File: src/rtl/uart_dbuf_tx_pkg.sv
package uart_dbuf_tx_pkg;

  typedef enum logic [2:0] {
    ST_IDLE,
    ST_START,
    ST_DATA,
    ST_PAR,
    ST_STOP
  } tx_state_t;

  typedef struct packed {
    logic short_len;
    logic par_en;
    logic par_odd;
    logic two_stop;
  } tx_cfg_t;

endpackage

File: src/rtl/uart_dbuf_tx_hold.sv
module uart_dbuf_tx_hold #(
  parameter int DW = 8
) (
  input  logic          clk,
  input  logic          rst,
  input  logic          en_i,
  input  logic          wr_i,
  input  logic [DW-1:0] wr_data_i,
  input  logic          load_i,
  output logic          full_o,
  output logic [DW-1:0] data_o,
  output logic          irq_o
);

  logic          full_q;
  logic [DW-1:0] data_q;
  logic          irq_q;

  always_ff @(posedge clk) begin
    if (rst) begin
      full_q <= 1'b0;
      data_q <= '0;
      irq_q  <= 1'b0;
    end else if (!en_i) begin
      full_q <= 1'b0;
      irq_q  <= 1'b0;
    end else begin
      irq_q <= load_i;
      if (wr_i) begin
        full_q <= 1'b1;
        data_q <= wr_data_i;
      end else if (load_i) begin
        full_q <= 1'b0;
      end
    end
  end

  assign full_o = full_q;
  assign data_o = data_q;
  assign irq_o  = irq_q;

  // an enabled write always leaves the register full
  a_r2_write_fills: assert property (@(posedge clk) disable iff (rst)
    (en_i && wr_i) |=> full_o);

  // the empty request lasts a single clock
  a_r7_irq_one_cycle: assert property (@(posedge clk) disable iff (rst)
    irq_o |=> !irq_o);

  // the request coincides with the buffer reading empty unless refilled at once
  a_r7_irq_with_empty: assert property (@(posedge clk) disable iff (rst)
    (en_i && load_i && !wr_i) |=> (irq_o && !full_o));

endmodule

File: src/rtl/uart_dbuf_tx_shift.sv
module uart_dbuf_tx_shift
  import uart_dbuf_tx_pkg::*;
#(
  parameter int DW = 8
) (
  input  logic          clk,
  input  logic          rst,
  input  logic          en_i,
  input  logic          tick_i,
  input  logic          full_i,
  input  logic [DW-1:0] hold_i,
  input  tx_cfg_t       cfg_i,
  output logic          load_o,
  output logic          txd_o,
  output logic          busy_o
);

  localparam int CW = $clog2(DW + 1);
  localparam logic [CW-1:0] N_LONG  = CW'(DW);
  localparam logic [CW-1:0] N_SHORT = CW'(DW - 1);

  tx_state_t     st_q;
  tx_cfg_t       cfg_q;
  logic [DW-1:0] sh_q;
  logic [CW-1:0] cnt_q;
  logic          par_q;
  logic          scnt_q;
  logic          txd_q;
  logic          busy_q;

  logic [DW-1:0] mask;
  logic [CW-1:0] nbits;
  logic          stop_last;

  assign mask      = cfg_i.short_len ? {1'b0, {(DW-1){1'b1}}} : {DW{1'b1}};
  assign nbits     = cfg_q.short_len ? N_SHORT : N_LONG;
  assign stop_last = !(cfg_q.two_stop && !scnt_q);
  assign load_o    = en_i && tick_i && full_i &&
                     ((st_q == ST_IDLE) || ((st_q == ST_STOP) && stop_last));

  always_ff @(posedge clk) begin
    if (rst) begin
      st_q   <= ST_IDLE;
      cfg_q  <= '0;
      sh_q   <= '0;
      cnt_q  <= '0;
      par_q  <= 1'b0;
      scnt_q <= 1'b0;
      txd_q  <= 1'b1;
      busy_q <= 1'b0;
    end else if (!en_i) begin
      st_q   <= ST_IDLE;
      txd_q  <= 1'b1;
      busy_q <= 1'b0;
    end else if (load_o) begin
      st_q   <= ST_START;
      cfg_q  <= cfg_i;
      sh_q   <= hold_i & mask;
      par_q  <= (^(hold_i & mask)) ^ cfg_i.par_odd;
      txd_q  <= 1'b0;
      busy_q <= 1'b1;
    end else if (tick_i) begin
      case (st_q)
        ST_START: begin
          txd_q <= sh_q[0];
          sh_q  <= sh_q >> 1;
          cnt_q <= CW'(1);
          st_q  <= ST_DATA;
        end
        ST_DATA: begin
          if (cnt_q == nbits) begin
            if (cfg_q.par_en) begin
              txd_q <= par_q;
              st_q  <= ST_PAR;
            end else begin
              txd_q  <= 1'b1;
              scnt_q <= 1'b0;
              st_q   <= ST_STOP;
            end
          end else begin
            txd_q <= sh_q[0];
            sh_q  <= sh_q >> 1;
            cnt_q <= cnt_q + CW'(1);
          end
        end
        ST_PAR: begin
          txd_q  <= 1'b1;
          scnt_q <= 1'b0;
          st_q   <= ST_STOP;
        end
        ST_STOP: begin
          if (!stop_last) begin
            scnt_q <= 1'b1;
          end else begin
            st_q   <= ST_IDLE;
            busy_q <= 1'b0;
          end
        end
        default: begin
          txd_q <= 1'b1;
        end
      endcase
    end
  end

  assign txd_o  = txd_q;
  assign busy_o = busy_q;

  // every load starts a low start bit with busy set
  a_r3_load_starts: assert property (@(posedge clk) disable iff (rst)
    load_o |=> (!txd_o && busy_o));

  // busy only drops while the line is high
  a_r6_idle_high: assert property (@(posedge clk) disable iff (rst)
    $fell(busy_o) |-> txd_o);

  // disable forces the line high and clears busy
  a_r10_disable: assert property (@(posedge clk) disable iff (rst)
    !en_i |=> (txd_o && !busy_o));

endmodule

File: src/rtl/uart_dbuf_tx.sv
module uart_dbuf_tx
  import uart_dbuf_tx_pkg::*;
#(
  parameter int DW = 8
) (
  input  logic          clk,
  input  logic          rst,
  input  logic          tick_i,
  input  logic          tx_en_i,
  input  logic          wr_i,
  input  logic [DW-1:0] wr_data_i,
  input  logic          len7_i,
  input  logic          par_en_i,
  input  logic          par_odd_i,
  input  logic          stop2_i,
  output logic          txd_o,
  output logic          buf_empty_o,
  output logic          busy_o,
  output logic          empty_irq_o
);

  logic          full;
  logic [DW-1:0] hold_data;
  logic          load;
  tx_cfg_t       cfg;

  assign cfg = '{short_len: len7_i, par_en: par_en_i,
                 par_odd: par_odd_i, two_stop: stop2_i};

  uart_dbuf_tx_hold #(.DW(DW)) hold_i (
    .clk       (clk),
    .rst       (rst),
    .en_i      (tx_en_i),
    .wr_i      (wr_i),
    .wr_data_i (wr_data_i),
    .load_i    (load),
    .full_o    (full),
    .data_o    (hold_data),
    .irq_o     (empty_irq_o)
  );

  uart_dbuf_tx_shift #(.DW(DW)) shift_i (
    .clk    (clk),
    .rst    (rst),
    .en_i   (tx_en_i),
    .tick_i (tick_i),
    .full_i (full),
    .hold_i (hold_data),
    .cfg_i  (cfg),
    .load_o (load),
    .txd_o  (txd_o),
    .busy_o (busy_o)
  );

  assign buf_empty_o = !full;

  // disable empties the buffer on the next clock
  a_r10_buffer_cleared: assert property (@(posedge clk) disable iff (rst)
    !tx_en_i |=> buf_empty_o);

endmodule

File: config.mk
export PLATFORM = sky130hd
export DESIGN_NAME = uart_dbuf_tx
export DESIGN_NICKNAME = d
export VERILOG_FILES = /design/src/rtl/uart_dbuf_tx_pkg.sv /design/src/rtl/uart_dbuf_tx_hold.sv /design/src/rtl/uart_dbuf_tx_shift.sv /design/src/rtl/uart_dbuf_tx.sv
export SDC_FILE = /design/constraint.sdc
export NUM_CORES = 1
export LEC_CHECK = 0
export ABC_AREA = 0
export BUFFER_PORTS_ARGS = -buffer_cell sky130_fd_sc_hd__buf_4
export CAP_MARGIN = 0
export CORE_ASPECT_RATIO = 0.6
export CORE_MARGIN = 2
export CORE_UTILIZATION = 40
export DETAILED_ROUTE_END_ITERATION = 6
export GPL_TIMING_DRIVEN = 0
export PLACE_DENSITY = 0.62
export SETUP_SLACK_MARGIN = 0.2
export SYNTH_ARGS = -nofsm -noshare
export SYNTH_HDL_FRONTEND = slang
export SYNTH_HIERARCHICAL = 1
export SYNTH_SLANG_ARGS = --single-unit
export TNS_END_PERCENT = 100
File: constraint.sdc
create_clock -name clk -period 2.25 [get_ports clk]
set_input_delay 0.3375 -clock clk [delete_from_list [all_inputs] [get_ports clk]]
set_output_delay 0.3375 -clock clk [all_outputs]
set_load 0.02 [all_outputs]
==> results.toml, run 1 <==
[cts]
cts_tree = "yes"
post_cts_resized = 0
cts.sinks = 32
cts.htree.levels = 2
clkSlewWorstSetupHoldPaths_ps = 60
cts_root_buf = "clkbuf_8"
insertion_delay_ps = 280
cts_buffer_depth = 2
ctsHoldBuffers = 0
post_cts_buffers = 0
numCtsBuffers = 5

[critical_path]
critical_path_arrival_ps = 2040
end_kind = "flop"
cp_max_fo = 10
worst_setup_path_start_kind = "flop"
critical_path_required_ps = 2440
path_class = "reg2reg"

[power_and_ir_drop]
leakage_nw = 0.721
peakVddDrop_v = 0.000286
power.total_mw = 1.12
pwr-share-comb_pct = 10.7
p_sw_share_pct = 24.0
seq_power_share_pct = 52.6
p_sw_mw = 0.270
internal_power_mw = 0.853
p_clk_share_pct = 36.7
power.density_nw_per_um2 = 584

[status]
status = "completed"

[detailed_routing]
wirelength_um = 3780
wl_per_cell_um = 14.8
first_iter_violations = 76
dr_total_vias = 1383
route.detailed.drc = 0
dr.pass1.iters = 4
vias_per_cell = 5.42
ant_nets = 0

[floorplan]
io_pins = 21
core-area_sq_um = 4030
die_w_um = 86.8
start_util_pct = 40.8
die_area_sq_um = 4660
placementRows = 18
dieHeight_um = 53.7

[logic_synthesis]
yosysMostFrequentCell = "dfxtp_1"
ys_ff_latch = 32
avgSynthCellArea_sq_um = 9.14
seq_area_frac_synth_pct = 38.9
synth_warnings = 6
synth_commonest_cells = "dfxtp_1, a21oi_1, nor2_1"
yosysTopAreaCellShare_pct = 38.9
synthDistinctLibCells = 47
ys_top_cells_by_area = "dfxtp_1, a21oi_1, mux2i_1, a21bo_2, a211oi_1"
ys.flop_type = "dfxtp_1"
async_reset_ff_share_pct = 0
netlist_instances = 180
synth-edff-count = 0
synth_nets = 198
synth_area_sq_um = 1650
synth_largest_area_cell = "dfxtp_1"

[global_routing]
grt_overflow = 0
groute.usage.overall_pct = 17.0
antenna_found_initial = 0
first_global_vias = 1280
grt_start_max_net_pins = 11
grt_pass1_wl_um = 5940

[cells_and_area]
syn2layout_area_growth_pct = 16.7
multi_input_area_sq_um = 887
fin_nets = 223
drive_gt1_share_pct = 22.9
antennaDiodeCount = 0
regArea_sq_um = 641
fillers = 387
post-route-util_pct = 47.6

[placement]
port_buffers = 18
place_congestion = 0.795
dp_hpwl_um = 2860

[sta]
relSlewSlack_pct = 66.1
fin_crit_ps = 1850
period_share_pct = 82.4
setup_tns_ps = 0
tightest_slew_ps = 508
drv_slew = 0
rsz0062_at_grt = "no"
setup_viol = 0
fin_skew_ps = 4.28
max_freq_mhz = 540
hold_violations = 0

[worst_hold_path]
min_path_type = "in2reg"

[flow_run]
maxCapViolations = 0
[power groups by stage]
stage | sequential, mW | combinational [mW] | clock (mW)
after detailed placement | 0.603 | 0.119 | 0
final | 0.590 | 0.120 | 0.412
after global routing | 0.591 | 0.130 | 0.452
after global placement | 0.602 | 0.116 | 0
after floorplan | 0.600 | 0.0779 | 0
after CTS | 0.590 | 0.120 | 0.426
[path summary, 6_finish.rpt]
check                                                   start                            end  slack [ps]  cells after the start
worst max-delay path            shift_i/cnt_q[0]$_SDFFE_PP0P_   shift_i/sh_q[2]$_SDFFE_PP0P_         400                      6
worst max register to register  shift_i/cnt_q[0]$_SDFFE_PP0P_   shift_i/sh_q[2]$_SDFFE_PP0P_         400                      6
worst min register to register     shift_i/par_q$_SDFFE_PP0P_     shift_i/par_q$_SDFFE_PP0P_         450                      2
worst min-delay path                                  stop2_i  shift_i/cfg_q[0]$_SDFFE_PP0P_         310                      3
[stage by stage]
step	setup WS, ps	cell area [sq um]	hold slack (ps)	instances
detailed placement	419	1840	447	248
global placement	434	1840	439	248
global route	283	1920	296	255
floorplan	518	1650	427	180
CTS	404	1920	302	255
finish	397	1920	308	255
[area by class of cell]
cell class,count,share of cell area [%]
Clock buffer,6,3.78
Buffer,12,4.76
Timing Repair Buffer,18,7.04
Tap cell,50,3.26
Inverter,7,1.37
Multi-Input combinational cell,129,46.2
Sequential cell,32,33.4
Clock inverter,1,0.261
[flip-flops by register name, summed over array words and instances, names as in the netlist]
| signal | flops |
|---|---|
| hold_i/data_o | 8 |
| shift_i/sh_q | 8 |
| shift_i/cnt_q | 4 |
| shift_i/cfg_q | 3 |
| shift_i/st_q | 3 |
| hold_i/full_o | 1 |
| hold_i/irq_o | 1 |
| shift_i/busy_o | 1 |
| shift_i/par_q | 1 |
| shift_i/scnt_q | 1 |
| shift_i/txd_o | 1 |
[placed cells by master, fill, tap and decap left out, types with 7 or more instances in the layout]
master / instances
a211oi_1: 9
a21bo_2: 7
a21oi_1: 21
buf_4: 21
dfxtp_1: 32
mux2i_1: 9
nand2_1: 11
nand2b_1: 8
nand3_1: 9
nor2_1: 12
[critical path, stage by stage, from the launching register on]
cell	delay, ps
dfxtp_1	350
nor4_1	380
a22oi_2	230
a21o_2	280
buf_6	160
mux2i_1	120
a211oi_1	240
[kinds of logic after synthesis]
logic type	count (synthesis)	share of synthesized area, %
DFF	32	38.9
muxes	9	5.48
xor gates and xnor gates	7	4.56
adders and majority gates	1	0.760
AOI/OAI and AO/OA	55	24.4
buffers and inverters	19	7.15
and+or+nand+nor	57	18.7
[per-layer routing]
metal  up-vias  global-route usage [%]  wire length [um]
li1        696                       -                 -
met1       657                    23.6              1910
met2        27                    24.7              1660
met3         3                    4.91               188
met4         0                    7.29                20
met5         -                       0                 0
Note: power is estimated with default switching activity, not from simulation.
==> inputs of run 2 (changes only) <==
==> constraint.sdc (replaced) <==
create_clock -name clk -period 1.8 [get_ports clk]
set_input_delay 0.27 -clock clk [delete_from_list [all_inputs] [get_ports clk]]
set_output_delay 0.27 -clock clk [all_outputs]
set_load 0.02 [all_outputs]
==> run 2 against run 1 <==
Net effect:
- via count is 7.2% higher
- sequential share of layout area is 4.1 points lower
- worst setup slack worse by 350 ps
- final area is 16% higher
- die area stayed put
- sequential power is 25% higher
==> results.toml, run 2 (synthesis results as in run 1) <==
[sta]
tightest_slew_ps = 545
fin_crit_ps = 1750
relSlewSlack_pct = 63.7
period_share_pct = 97.3
setup_tns_ps = 0
max_freq_mhz = 571
hold_violations = 0
drv_slew = 0
final.hold.worst_slack_ps = 230
setup_viol = 0
fin_skew_ps = 5.35
rsz0062_at_grt = "yes"

[critical_path]
cp_max_fo = 2
cp_num_buf_inv = 1
cpMaxStageDelayCell = "or3b_4"
critical_path_arrival_ps = 1920
slowest_delay_ps = 370
worst_setup_path_start_kind = "flop"
path_cells = "buf_6, or3b_4, or3_1, a221oi_2, mux2i_1, nor2_1"
critical_path_required_ps = 1960
end_kind = "flop"
path_class = "reg2reg"
cp_top_family = "simple AND/OR/NAND/NOR gates"

[cells_and_area]
mostFrequentLayoutCell = "buf_4"
fin_nets = 239
layout_common_cells = "buf_4, dfxtp_1, a21oi_1"
drive_gt1_share_pct = 38.3
syn2layout_area_growth_pct = 35.8
fillers = 345
antennaDiodeCount = 0

[power_and_ir_drop]
p_sw_share_pct = 22.2
seq_power_share_pct = 44.2
leakage_nw = 0.855
pwr-share-comb_pct = 9.5
p_clk_share_pct = 46.3
p_sw_mw = 0.369
internal_power_mw = 1.29
peakVddDrop_v = 0.000468
power.density_nw_per_um2 = 744

[floorplan]
dieHeight_um = 53.7
placementRows = 18
core-area_sq_um = 4030
start_util_pct = 40.8
die_w_um = 86.8
die_area_sq_um = 4660
io_pins = 21

[placement]
dp_hpwl_um = 2840
port_buffers = 18
place_congestion = 0.783

[detailed_routing]
ant_nets = 0
first_iter_violations = 100
dr_total_vias = 1483
dr.pass1.iters = 4
wl_per_cell_um = 15.1
route.detailed.drc = 0
vias_per_cell = 5.45
wirelength_um = 4110

[global_routing]
grtUsageMet1_pct = 25.7
antenna_found_initial = 0
groute.usage.overall_pct = 18.4
grt_util_met3_pct = 5.06
first_global_vias = 1360
grt-busiest-layer = "met2"
grt_overflow = 0
grt_util_met2_pct = 26.5
grt_pass1_wl_um = 6460
grt_start_max_net_pins = 11

[cts]
insertion_delay_ps = 290
cts_root_buf = "clkbuf_8"
cts_tree = "yes"
cts.sinks = 32
cts_buffer_depth = 2
numCtsBuffers = 5
clkSlewWorstSetupHoldPaths_ps = 70
cts.htree.levels = 2

[status]
status = "completed"

[flow_run]
maxCapViolations = 0

[worst_hold_path]
min_path_type = "in2reg"
[run 2: final timing paths]
check / from / endpoint / slack, ps / cells after the start
worst max-delay path: shift_i/st_q[1]$_SDFFE_PP0P_ / shift_i/scnt_q$_SDFFE_PP0P_ / 50 / 6
worst min-delay path: stop2_i / shift_i/cfg_q[0]$_SDFFE_PP0P_ / 230 / 3
worst max register to register: shift_i/st_q[1]$_SDFFE_PP0P_ / shift_i/scnt_q$_SDFFE_PP0P_ / 50 / 6
worst min register to register: shift_i/par_q$_SDFFE_PP0P_ / shift_i/par_q$_SDFFE_PP0P_ / 450 / 2
[run 2: area by class of cell]
cell class | instances | area (sq um) | share of cell area, %
repair inverters | 1 | 7.51 | 0.336
flip-flops and latches | 32 | 654 | 29.3
clock inverters | 1 | 30.0 | 1.34
multi-input cells | 129 | 962 | 43.1
clock buffers | 7 | 96.3 | 4.31
repair buffers | 33 | 280 | 12.5
inverters | 7 | 31.3 | 1.40
plain buffers | 12 | 110 | 4.93
well taps | 50 | 62.6 | 2.80
[run 2: power by group through the flow]
stage / combinational, mW / sequential, mW / clock [mW]
5_1_grt: 0.168 / 0.737 / 0.824
6_report: 0.157 / 0.735 / 0.770
4_1_cts: 0.151 / 0.738 / 0.779
3_5_place_dp: 0.148 / 0.754 / 0
3_3_place_gp: 0.145 / 0.753 / 0
2_1_floorplan: 0.0974 / 0.751 / 0
[run 2: worst register-to-register path, stage by stage (launching register included)]
cell and delay (ps):
dfxtp_2 320, buf_6 110, or3b_4 370, or3_1 330
a221oi_2 240, mux2i_1 210, nor2_1 50
[run 2: through the flow]
stage / power [mW] / setup slack, ps / cell area (sq um) / util (%) / cells
detailed placement: 0.901 / -43.4 / 1840 / 45.7 / 248
global route: 1.73 / -23.3 / 2230 / 55.4 / 272
finish: 1.66 / 48.8 / 2230 / 55.4 / 272
floorplan: 0.848 / 68.3 / 1650 / - / 180
global placement: 0.898 / -15.9 / 1840 / 45.7 / 248
CTS: 1.67 / 51.7 / 2090 / 51.7 / 265
[run 2: what timing repair did]
action,in CTS,in global routing
cloned,0,2
hold buffers,0,0
gates resized for setup,16,25
pin swaps,10,16
endpoints found under the setup margin,15,18
buffers inserted,9,5
[run 2: routing by layer]
metal,vias to the layer above,wire (um)
met5,-,0
met4,0,29
met3,4,216
met2,44,1810
met1,705,2060
li1,730,-
==> inputs of run 3 (changes only) <==
--- a/config.mk
+++ b/config.mk
@@ -10,10 +10,10 @@
 export CAP_MARGIN = 0
 export CORE_ASPECT_RATIO = 0.6
 export CORE_MARGIN = 2
-export CORE_UTILIZATION = 40
+export CORE_UTILIZATION = 56
 export DETAILED_ROUTE_END_ITERATION = 6
 export GPL_TIMING_DRIVEN = 0
-export PLACE_DENSITY = 0.62
+export PLACE_DENSITY = 0.81
 export SETUP_SLACK_MARGIN = 0.2
 export SYNTH_ARGS = -nofsm -noshare
 export SYNTH_HDL_FRONTEND = slang
==> run 3 against run 2 <==
Net effect:
- the flow now finishes with violations (negative setup slack)
- global-route usage is 8.7 points higher
- clock skew is 4.1 ps lower
- die area shrank 27%
- maximum frequency decreased by 4.8%
- first-iteration DRC count up 20%
- clock-buffer cell count did not move
- power down 8.5%
- largest power group is now sequential cells
- highest routed layer unchanged
==> results.toml, run 3 (synthesis results as in run 1) <==
[critical_path]
cp_max_fo = 4
ff2ff_path_depth = 6
critical_path_required_ps = 1960
end_kind = "flop"
worst_r2r_startpoint = "shift_i/st_q[1]$_SDFFE_PP0P_"
r2r_slack_ps = -40
critical_path_arrival_ps = 2000
worst_setup_path_start_kind = "flop"
crit_start = "shift_i/st_q[1]$_SDFFE_PP0P_"
path_class = "reg2reg"
timing.rr.end = "shift_i/scnt_q$_SDFFE_PP0P_"

[placement]
place_congestion = 0.823
place_inst = 240
dp_hpwl_um = 2740
placed_cell_area_sq_um = 1830
port_buffers = 18

[sta]
fin_skew_ps = 1.29
fin_crit_ps = 1840
relSlewSlack_pct = 61.8
max_freq_mhz = 543
tightest_slew_ps = 573
setup_viol = 2
drv_slew = 0
rsz0062_at_grt = "yes"
final.setup.worst_slack_ps = -40.0
final.hold.worst_slack_ps = 237
hold_violations = 0
period_share_pct = 102

[global_routing]
grtUsageMet1_pct = 34.7
grt_pass1_wl_um = 6560
antenna_found_initial = 0
first_global_vias = 1403
grt_overflow = 0
grt_util_met3_pct = 7.74
grt_util_met2_pct = 42.9
groute.usage.overall_pct = 27.1
grt-busiest-layer = "met2"
grt_start_max_net_pins = 11

[detailed_routing]
wirelength_um = 5070
vias_per_cell = 6.14
first_iter_violations = 120
ant_nets = 0
dr.pass1.iters = 5
wl_per_cell_um = 19.2
dr_total_vias = 1621
route.detailed.drc = 0

[status]
status = "complete, but fails checks"
failed_checks = "negative setup slack"

[cts]
insertion_delay_ps = 290
cts.htree.levels = 2
cts_root_buf = "clkbuf_8"
numCtsBuffers = 5
clkSlewWorstSetupHoldPaths_ps = 70
cts_tree = "yes"
cts.sinks = 32
ctsHoldBuffers = 0
cts_buffer_depth = 2

[floorplan]
die_w_um = 74.0
start_util_pct = 58.1
io_pins = 21
core-area_sq_um = 2830
placementRows = 15
die_area_sq_um = 3400
dieHeight_um = 46.0

[power_and_ir_drop]
power.total_mw = 1.52
peakVddDrop_v = 0.000499
leakage_nw = 0.890
power.density_nw_per_um2 = 658

[cells_and_area]
layout_common_cells = "buf_4, dfxtp_1, a21oi_1"
mostFrequentLayoutCell = "buf_4"
layout.cells.non_filler = 264
antennaDiodeCount = 0
syn2layout_area_growth_pct = 40.6
fin_nets = 240
final_cell_area_sq_um = 2310
drive_gt1_share_pct = 44.1
post-route-util_pct = 81.6

[flow_run]
maxCapViolations = 0

[worst_hold_path]
min_from = "par_en_i"
min_to = "shift_i/cfg_q[2]$_SDFFE_PP0P_"
holdPathStages = 3
min_path_type = "in2reg"
## run 3: per-stage QoR
step	setup WS [ps]	setup TNS (ps)
after floorplan	68.3	0
after global placement	6.54	0
after detailed placement	-67.1	-153
after CTS	-11.5	-11.5
after global routing	-70.8	-190
final	-40.0	-47.4
## run 3: final cells by class
type                            instances  area, sq um
Clock buffer                            7         96.3
Timing Repair Buffer                   34          295
Tap cell                               42         52.6
Inverter                                7         38.8
Fill cell                             152          520
Sequential cell                        32          654
Timing Repair inverter                  1         11.3
Buffer                                 12          121
Multi-Input combinational cell        129         1040
## run 3: worst max-delay path, stage by stage (launching register included)
cell	delay (ps)
dfxtp_2	320
buf_6	110
or3b_4	370
or3_4	330
a221oi_2	270
mux2i_1	250
nor2_1	60
## run 3: worst max path at each step
stage	endpoint	depth (start not counted)
floorplan	shift_i/scnt_q$_SDFFE_PP0P_	6
global placement	shift_i/scnt_q$_SDFFE_PP0P_	6
finish	shift_i/scnt_q$_SDFFE_PP0P_	6
CTS	shift_i/scnt_q$_SDFFE_PP0P_	6
detailed placement	shift_i/scnt_q$_SDFFE_PP0P_	6
global route	shift_i/scnt_q$_SDFFE_PP0P_	6
## run 3: where the power goes
part           leakage [nW]  total (mW)  switching [mW]  internal, mW
Clock                0.0503       0.612           0.272         0.340
Combinational         0.576       0.171          0.0831        0.0880
Sequential            0.264       0.739          0.0173         0.722
Total                 0.890        1.52           0.372          1.15
## run 3: layer usage
| layer | wire length [um] | share of wire (%) |
|---|---|---|
| met5 | 0 | 0 |
| met3 | 447 | 8.8 |
| met1 | 2110 | 42 |
| met4 | 206 | 4.1 |
| met2 | 2300 | 45 |
## run 3: repair_timing
item                                    4_1_cts  5_1_grt
endpoints found under the setup margin       15       21
gates cloned                                  0        2
pin swaps                                     9       20
gates resized for setup                      19       45
hold endpoints to repair                      0        0
setup buffers                                 8        7
